==> src/rtl/dma_seq_pkg.sv <==
package dma_seq_pkg;

  typedef enum logic [1:0] {
    LINK_NONE       = 2'd0,
    LINK_BEAT_ZERO2 = 2'd1,
    LINK_BEAT       = 2'd2,
    LINK_ZERO       = 2'd3
  } link_mode_e;

  typedef enum logic [1:0] {
    SZ_WORD = 2'd0,
    SZ_BYTE = 2'd1,
    SZ_HALF = 2'd2,
    SZ_BAD  = 2'd3
  } beat_size_e;

  typedef enum logic {
    ST_IDLE = 1'b0,
    ST_RUN  = 1'b1
  } seq_state_e;

  localparam int unsigned FLAG_DONE = 0;
  localparam int unsigned FLAG_SRC  = 1;
  localparam int unsigned FLAG_DST  = 2;
  localparam int unsigned FLAG_CFG  = 3;
  localparam int unsigned N_FLAGS   = 4;

  function automatic logic [2:0] size_bytes(input logic [1:0] code);
    case (code)
      SZ_BYTE: size_bytes = 3'd1;
      SZ_HALF: size_bytes = 3'd2;
      default: size_bytes = 3'd4;
    endcase
  endfunction

endpackage

==> src/rtl/dma_seq_bcr.sv <==
module dma_seq_bcr #(
  parameter int unsigned CNT_W = 24
) (
  input  logic             clk,
  input  logic             rst_n,
  input  logic             load,
  input  logic [CNT_W-1:0] load_val,
  input  logic             dec,
  input  logic [2:0]       dec_bytes,
  output logic [CNT_W-1:0] cnt,
  output logic             is_zero,
  output logic             next_zero
);

  logic [CNT_W-1:0] step;
  logic [CNT_W-1:0] after_dec;

  assign step      = CNT_W'(dec_bytes);
  assign after_dec = (cnt <= step) ? '0 : cnt - step;
  assign is_zero   = (cnt == '0);
  assign next_zero = (after_dec == '0);

  always_ff @(posedge clk or negedge rst_n) begin
    if (!rst_n) begin
      cnt <= '0;
    end else if (dec) begin
      cnt <= after_dec;
    end else if (load) begin
      cnt <= load_val;
    end
  end

endmodule

==> src/rtl/dma_seq_link.sv <==
module dma_seq_link
  import dma_seq_pkg::*;
(
  input  logic       clk,
  input  logic       rst_n,
  input  logic       beat_done,
  input  logic       hit_zero,
  input  logic       cycle_steal,
  input  logic [1:0] mode,
  output logic       link1,
  output logic       link2
);

  logic per_beat;
  logic fire1;
  logic fire2;

  assign per_beat = cycle_steal && (mode == LINK_BEAT_ZERO2 || mode == LINK_BEAT);
  assign fire1    = beat_done && (per_beat || (hit_zero && mode == LINK_ZERO));
  assign fire2    = beat_done && hit_zero && (mode == LINK_BEAT_ZERO2);

  always_ff @(posedge clk or negedge rst_n) begin
    if (!rst_n) begin
      link1 <= 1'b0;
      link2 <= 1'b0;
    end else begin
      link1 <= fire1;
      link2 <= fire2;
    end
  end

endmodule

==> src/rtl/dma_seq_status.sv <==
module dma_seq_status #(
  parameter int unsigned NF = 4
) (
  input  logic          clk,
  input  logic          rst_n,
  input  logic          clr,
  input  logic [NF-1:0] set,
  output logic [NF-1:0] flags
);

  for (genvar g = 0; g < NF; g++) begin : g_flag
    always_ff @(posedge clk or negedge rst_n) begin
      if (!rst_n) begin
        flags[g] <= 1'b0;
      end else if (set[g]) begin
        flags[g] <= 1'b1;
      end else if (clr) begin
        flags[g] <= 1'b0;
      end
    end
  end

endmodule

==> src/rtl/dma_chan_seq.sv <==
module dma_chan_seq
  import dma_seq_pkg::*;
#(
  parameter int unsigned CNT_W = 24
) (
  input  logic             clk,
  input  logic             rst_n,
  input  logic             cfg_cycle_steal,
  input  logic             cfg_auto_stop,
  input  logic             cfg_int_en,
  input  logic [1:0]       cfg_link_mode,
  input  logic [1:0]       cfg_beat_size,
  input  logic             bcr_wr,
  input  logic [CNT_W-1:0] bcr_wdata,
  input  logic             req_en_wr,
  input  logic             req_en_wdata,
  input  logic             hw_req,
  input  logic             sw_start,
  input  logic             done_clr,
  output logic             beat_valid,
  input  logic             beat_ready,
  input  logic             beat_err,
  input  logic             beat_err_dst,
  output logic [CNT_W-1:0] bcr_out,
  output logic             req_en,
  output logic             st_done,
  output logic             st_busy,
  output logic             st_req,
  output logic             st_err_src,
  output logic             st_err_dst,
  output logic             st_err_cfg,
  output logic             irq,
  output logic             link1_pulse,
  output logic             link2_pulse
);

  seq_state_e     state_q;
  seq_state_e     state_d;
  logic           idle;
  logic           trigger;
  logic           cfg_bad;
  logic           start_ok;
  logic           cfg_fail;
  logic           accept;
  logic           beat_fail;
  logic           beat_ok;
  logic           last_beat;
  logic           cnt_zero;
  logic           cnt_next_zero;
  logic [N_FLAGS-1:0] flag_set;
  logic [N_FLAGS-1:0] flag_q;

  assign idle     = (state_q == ST_IDLE);
  assign trigger  = idle && (sw_start || (req_en && hw_req));
  assign cfg_bad  = cnt_zero || (cfg_beat_size == SZ_BAD);
  assign start_ok = trigger && !cfg_bad;
  assign cfg_fail = trigger && cfg_bad;

  assign beat_valid = (state_q == ST_RUN);
  assign accept     = beat_valid && beat_ready;
  assign beat_fail  = accept && beat_err;
  assign beat_ok    = accept && !beat_err;
  assign last_beat  = beat_ok && cnt_next_zero;

  always_comb begin
    state_d = state_q;
    if (idle) begin
      if (start_ok) state_d = ST_RUN;
    end else if (beat_fail || last_beat || (beat_ok && cfg_cycle_steal)) begin
      state_d = ST_IDLE;
    end
  end

  always_ff @(posedge clk or negedge rst_n) begin
    if (!rst_n) begin
      state_q <= ST_IDLE;
      req_en  <= 1'b0;
    end else begin
      state_q <= state_d;
      if (req_en_wr) begin
        req_en <= req_en_wdata;
      end else if (last_beat && cfg_auto_stop) begin
        req_en <= 1'b0;
      end
    end
  end

  dma_seq_bcr #(.CNT_W(CNT_W)) i_bcr (
    .clk       (clk),
    .rst_n     (rst_n),
    .load      (bcr_wr && idle),
    .load_val  (bcr_wdata),
    .dec       (beat_ok),
    .dec_bytes (size_bytes(cfg_beat_size)),
    .cnt       (bcr_out),
    .is_zero   (cnt_zero),
    .next_zero (cnt_next_zero)
  );

  dma_seq_link i_link (
    .clk         (clk),
    .rst_n       (rst_n),
    .beat_done   (beat_ok),
    .hit_zero    (cnt_next_zero),
    .cycle_steal (cfg_cycle_steal),
    .mode        (cfg_link_mode),
    .link1       (link1_pulse),
    .link2       (link2_pulse)
  );

  always_comb begin
    flag_set            = '0;
    flag_set[FLAG_DONE] = last_beat || beat_fail || cfg_fail;
    flag_set[FLAG_SRC]  = beat_fail && !beat_err_dst;
    flag_set[FLAG_DST]  = beat_fail && beat_err_dst;
    flag_set[FLAG_CFG]  = cfg_fail;
  end

  dma_seq_status #(.NF(N_FLAGS)) i_status (
    .clk   (clk),
    .rst_n (rst_n),
    .clr   (done_clr),
    .set   (flag_set),
    .flags (flag_q)
  );

  assign st_done    = flag_q[FLAG_DONE];
  assign st_err_src = flag_q[FLAG_SRC];
  assign st_err_dst = flag_q[FLAG_DST];
  assign st_err_cfg = flag_q[FLAG_CFG];
  assign st_busy    = beat_valid;
  assign st_req     = hw_req && req_en;
  assign irq        = st_done && cfg_int_en;

endmodule

==> config.mk <==
export PLATFORM = sky130hd
export DESIGN_NAME = dma_chan_seq
export DESIGN_NICKNAME = d
export VERILOG_FILES = /design/src/rtl/dma_seq_pkg.sv /design/src/rtl/dma_seq_bcr.sv /design/src/rtl/dma_seq_link.sv /design/src/rtl/dma_seq_status.sv /design/src/rtl/dma_chan_seq.sv
export SDC_FILE = /design/constraint.sdc
export NUM_CORES = 1
export LEC_CHECK = 0
export ABC_AREA = 1
export ABC_CLOCK_PERIOD_IN_PS = 4600
export BUFFER_PORTS_ARGS = -buffer_cell sky130_fd_sc_hd__buf_2
export CAP_MARGIN = 20
export CORE_AREA = 2 2 79 89
export DETAILED_ROUTE_END_ITERATION = 8
export DIE_AREA = 0 0 81 91
export PLACE_DENSITY = 0.65
export REMOVE_ABC_BUFFERS = 1
export SYNTH_ARGS = -nofsm -noshare
export SYNTH_HDL_FRONTEND = slang
export SYNTH_SLANG_ARGS = --single-unit
==> constraint.sdc <==
create_clock -name clk -period 4.6 [get_ports clk]
set_input_delay 0.46 -clock clk [delete_from_list [all_inputs] [get_ports clk]]
set_output_delay 0.46 -clock clk [all_outputs]
set_load 0.02 [all_outputs]
==> metrics.txt <==
status=complete, no violations; CTS H-tree depth=2; critical path class=input port to flop; clock root cell=clkbuf_8; Pre-Repair DR Iteration Count=5; first-pass GRT wire length=~12000 um; Avg WL per Cell=14.23 um; FP Rows=31; Routed Antenna Nets=0; final critical-path share of the clock period=0.5961; VDD IR max=0.0002420 V; postcts setup bufs=0; Clock Sinks=32; initial antenna violation count=0; Syn-to-layout area delta=20.99%; Fillers=700; Main synth FF type=dfrtp_1; fin cells=about 520; later-pin clock latency in the skew report=0.28 ns; Max Slew Vio Count=0; number of enable flip-flop cells after synthesis=0; cell accounting for the most synthesized area=dfrtp_1; CTS tree=built; critical path fanouts, max=6; Hold Path Class=input port to asynchronous set/reset pin; routed wire length=7416 um; Fin. Hold Viols=0; most common cell in the netlist=nand2_1; Avg Cell Area, Syn=6.712 um^2; clk slew on worst S/H paths=0.07 ns; gp weighted congestion=0.9050; pwr dens=613.1 nW/um^2; post-synthesis sequential area ratio=0.3269; largest net degree at the start of global routing=33; total CTS buffers=5; Async SR Flop Fraction=1.000; Lkg Pwr=about 0.0015 uW; Netlist cell types=33; final setup vio count=0; die outline height=91 um; most common library cells after synthesis=nand2_1, inv_1, nor2_1; Worst EP required=4.77 ns; total track usage=0.2111; # placed instances=roughly 500; M2 GR Usage=0.3547; number of synthesized register bits=32; post-DR vias/cell=roughly 5.2; total number of vias=2716; Yosys warnings=0; Worst Tran Pin Value=approximately 0.75 ns; CP startpoint kind=input port; area fraction of the dominant cell type after synthesis=0.3269; Starting Density=0.3805; setup TNS=0 ns; skew final=0.006728 ns; critical path data arrival time=slightly below 3 ns; hold buffers post-CTS=0; # Max-Cap Violations=0; Max Clk Rate=approximately 360 MHz; Post-DP Area=2887 um^2; # IOs=77; fin nets=491; hpwl dp=5657 um; Die X-Extent=81 um; Ant. Diodes=0; relative slew slack=0.5007; GR peak layer=met2; Die Area=about 7400 um^2; GR Util met1=0.2622; Area contributors post-synth=dfrtp_1, nand2_1, nand3_1; post_cts resized=0; total power draw=1817 uW; vias in the first global route=2646; Core Region=6439 um^2; Post-Syn Area=~2400 um^2; fraction of layout cells with a size suffix above 1=0.2460; routing usage on met3=0.03280; final instance area=2964 um^2; CP endpoint kind=flop; Final min period=2.742 ns; Syn Inst Count=approximately 370; unrepaired setup endpoints after global routing=no; DRC Markers=0; # port buffers=76; gr ovfl total=0; Iter 0 DRT Violations=between 100 and 150; Clock Tree Buf Depth=2
==> critical path, stage by stage <==
cell and delay [ns]:
buf_2 0.10, inv_1 0.04, ha_1 0.26, inv_1 0.04, ha_1 0.35, nand2_1 0.12, nand2_1 0.08, nor2_2 0.21
nand2_1 0.15, nor2_1 0.25, nand2_1 0.08, nand3_1 0.11, nand2_1 0.06, nor2_1 0.13, nand2_1 0.07, nor2_2 0.18
nand2_2 0.09, nand3_1 0.07, nand2_1 0.05
==> flip-flops by register name (all words and copies together), names as in the netlist <==
signal	flops
i_link.link1	1
i_link.link2	1
req_en	1
i_status.flags	4
i_bcr.cnt	24
beat_valid	1
==> where the power goes <==
part	total, uW	switching (uW)	internal [uW]
Combinational	1050	701	347
Clock	205	102	103
Sequential	564	165	400
==> routing by layer <==
metal  wire length (um)  vias to the layer above
li1                   -                     1348
met3                434                       22
met5                  0                        -
met1               3015                     1250
met4                253                        0
met2               3712                       96
==> metrics by stage <==
stage / util / setup slack (ns) / hold slack, ns
after floorplan: - / 1.643 / 0.1644
after global placement: 0.4483 / 1.593 / 0.4680
after detailed placement: 0.4483 / 1.558 / 0.4768
after CTS: 0.4604 / 1.854 / 0.2710
after global routing: 0.4604 / 1.558 / 0.3105
final: 0.4604 / 1.858 / 0.2365
==> cell type report <==
cell class | count | area, um^2 | share of cell area
Multi-Input combinational cell | 270 | 1395 | 0.4707
Clock buffer | 6 | 72.57 | 0.02448
Clock inverter | 1 | 5.005 | 0.001688
Timing Repair Buffer | 77 | 387.9 | 0.1309
Tap cell | 82 | 102.6 | 0.03461
Inverter | 53 | 200.2 | 0.06754
Sequential cell | 32 | 800.8 | 0.2702
==> cell usage in the layout, fill, tap and decap left out, types with 2 or more instances in the layout <==
cell type / Yosys / final
a21oi_1: 22 / 22
buf_2: 2 / 76
clkbuf_8: 0 / 5
clkinv_2: 1 / 2
dfrtp_1: 32 / 32
ha_1: 9 / 9
inv_1: 44 / 44
inv_2: 7 / 7
nand2_1: 84 / 84
nand2_2: 2 / 2
nand2_4: 2 / 2
nand3_1: 41 / 41
nand4_1: 8 / 8
nor2_1: 42 / 42
nor2_2: 8 / 8
nor2_4: 2 / 2
nor3_1: 4 / 3
o211ai_1: 2 / 2
o21ai_0: 12 / 12
o21ai_1: 4 / 4
o221ai_1: 4 / 4
o22ai_1: 15 / 15
xor2_1: 2 / 2
==> cells by family (layout without fill, tap and decap cells) <==
| family | Yosys count | count (layout) | share of synthesized area |
|---|---|---|---|
| AO/OA/AOI/OAI | 62 | 62 | 0.1466 |
| XOR/XNOR | 3 | 3 | 0.01073 |
| adder cells (fa/ha/maj) | 10 | 10 | 0.05414 |
| buffers and inverters | 63 | 137 | 0.1057 |
| flip-flops | 32 | 32 | 0.3269 |
| AND/OR/NAND/NOR | 195 | 195 | 0.3560 |
==> path summary, 6_finish.rpt <==
kind,slack (ns),endpoint,depth (start not counted),start
worst max-delay path,1.86,beat_valid,19,cfg_beat_size[0]
worst min-delay path,0.24,i_bcr.cnt[14],1,rst_n
max in group asynchronous,3.88,i_bcr.cnt[22],1,rst_n
worst max register to register,1.96,beat_valid,16,i_bcr.cnt[0]
min in group clk,0.39,req_en,3,req_en_wdata
worst min register to register,0.49,i_status.flags[3],2,i_status.flags[3]
Power figures use the tool's default switching activity.
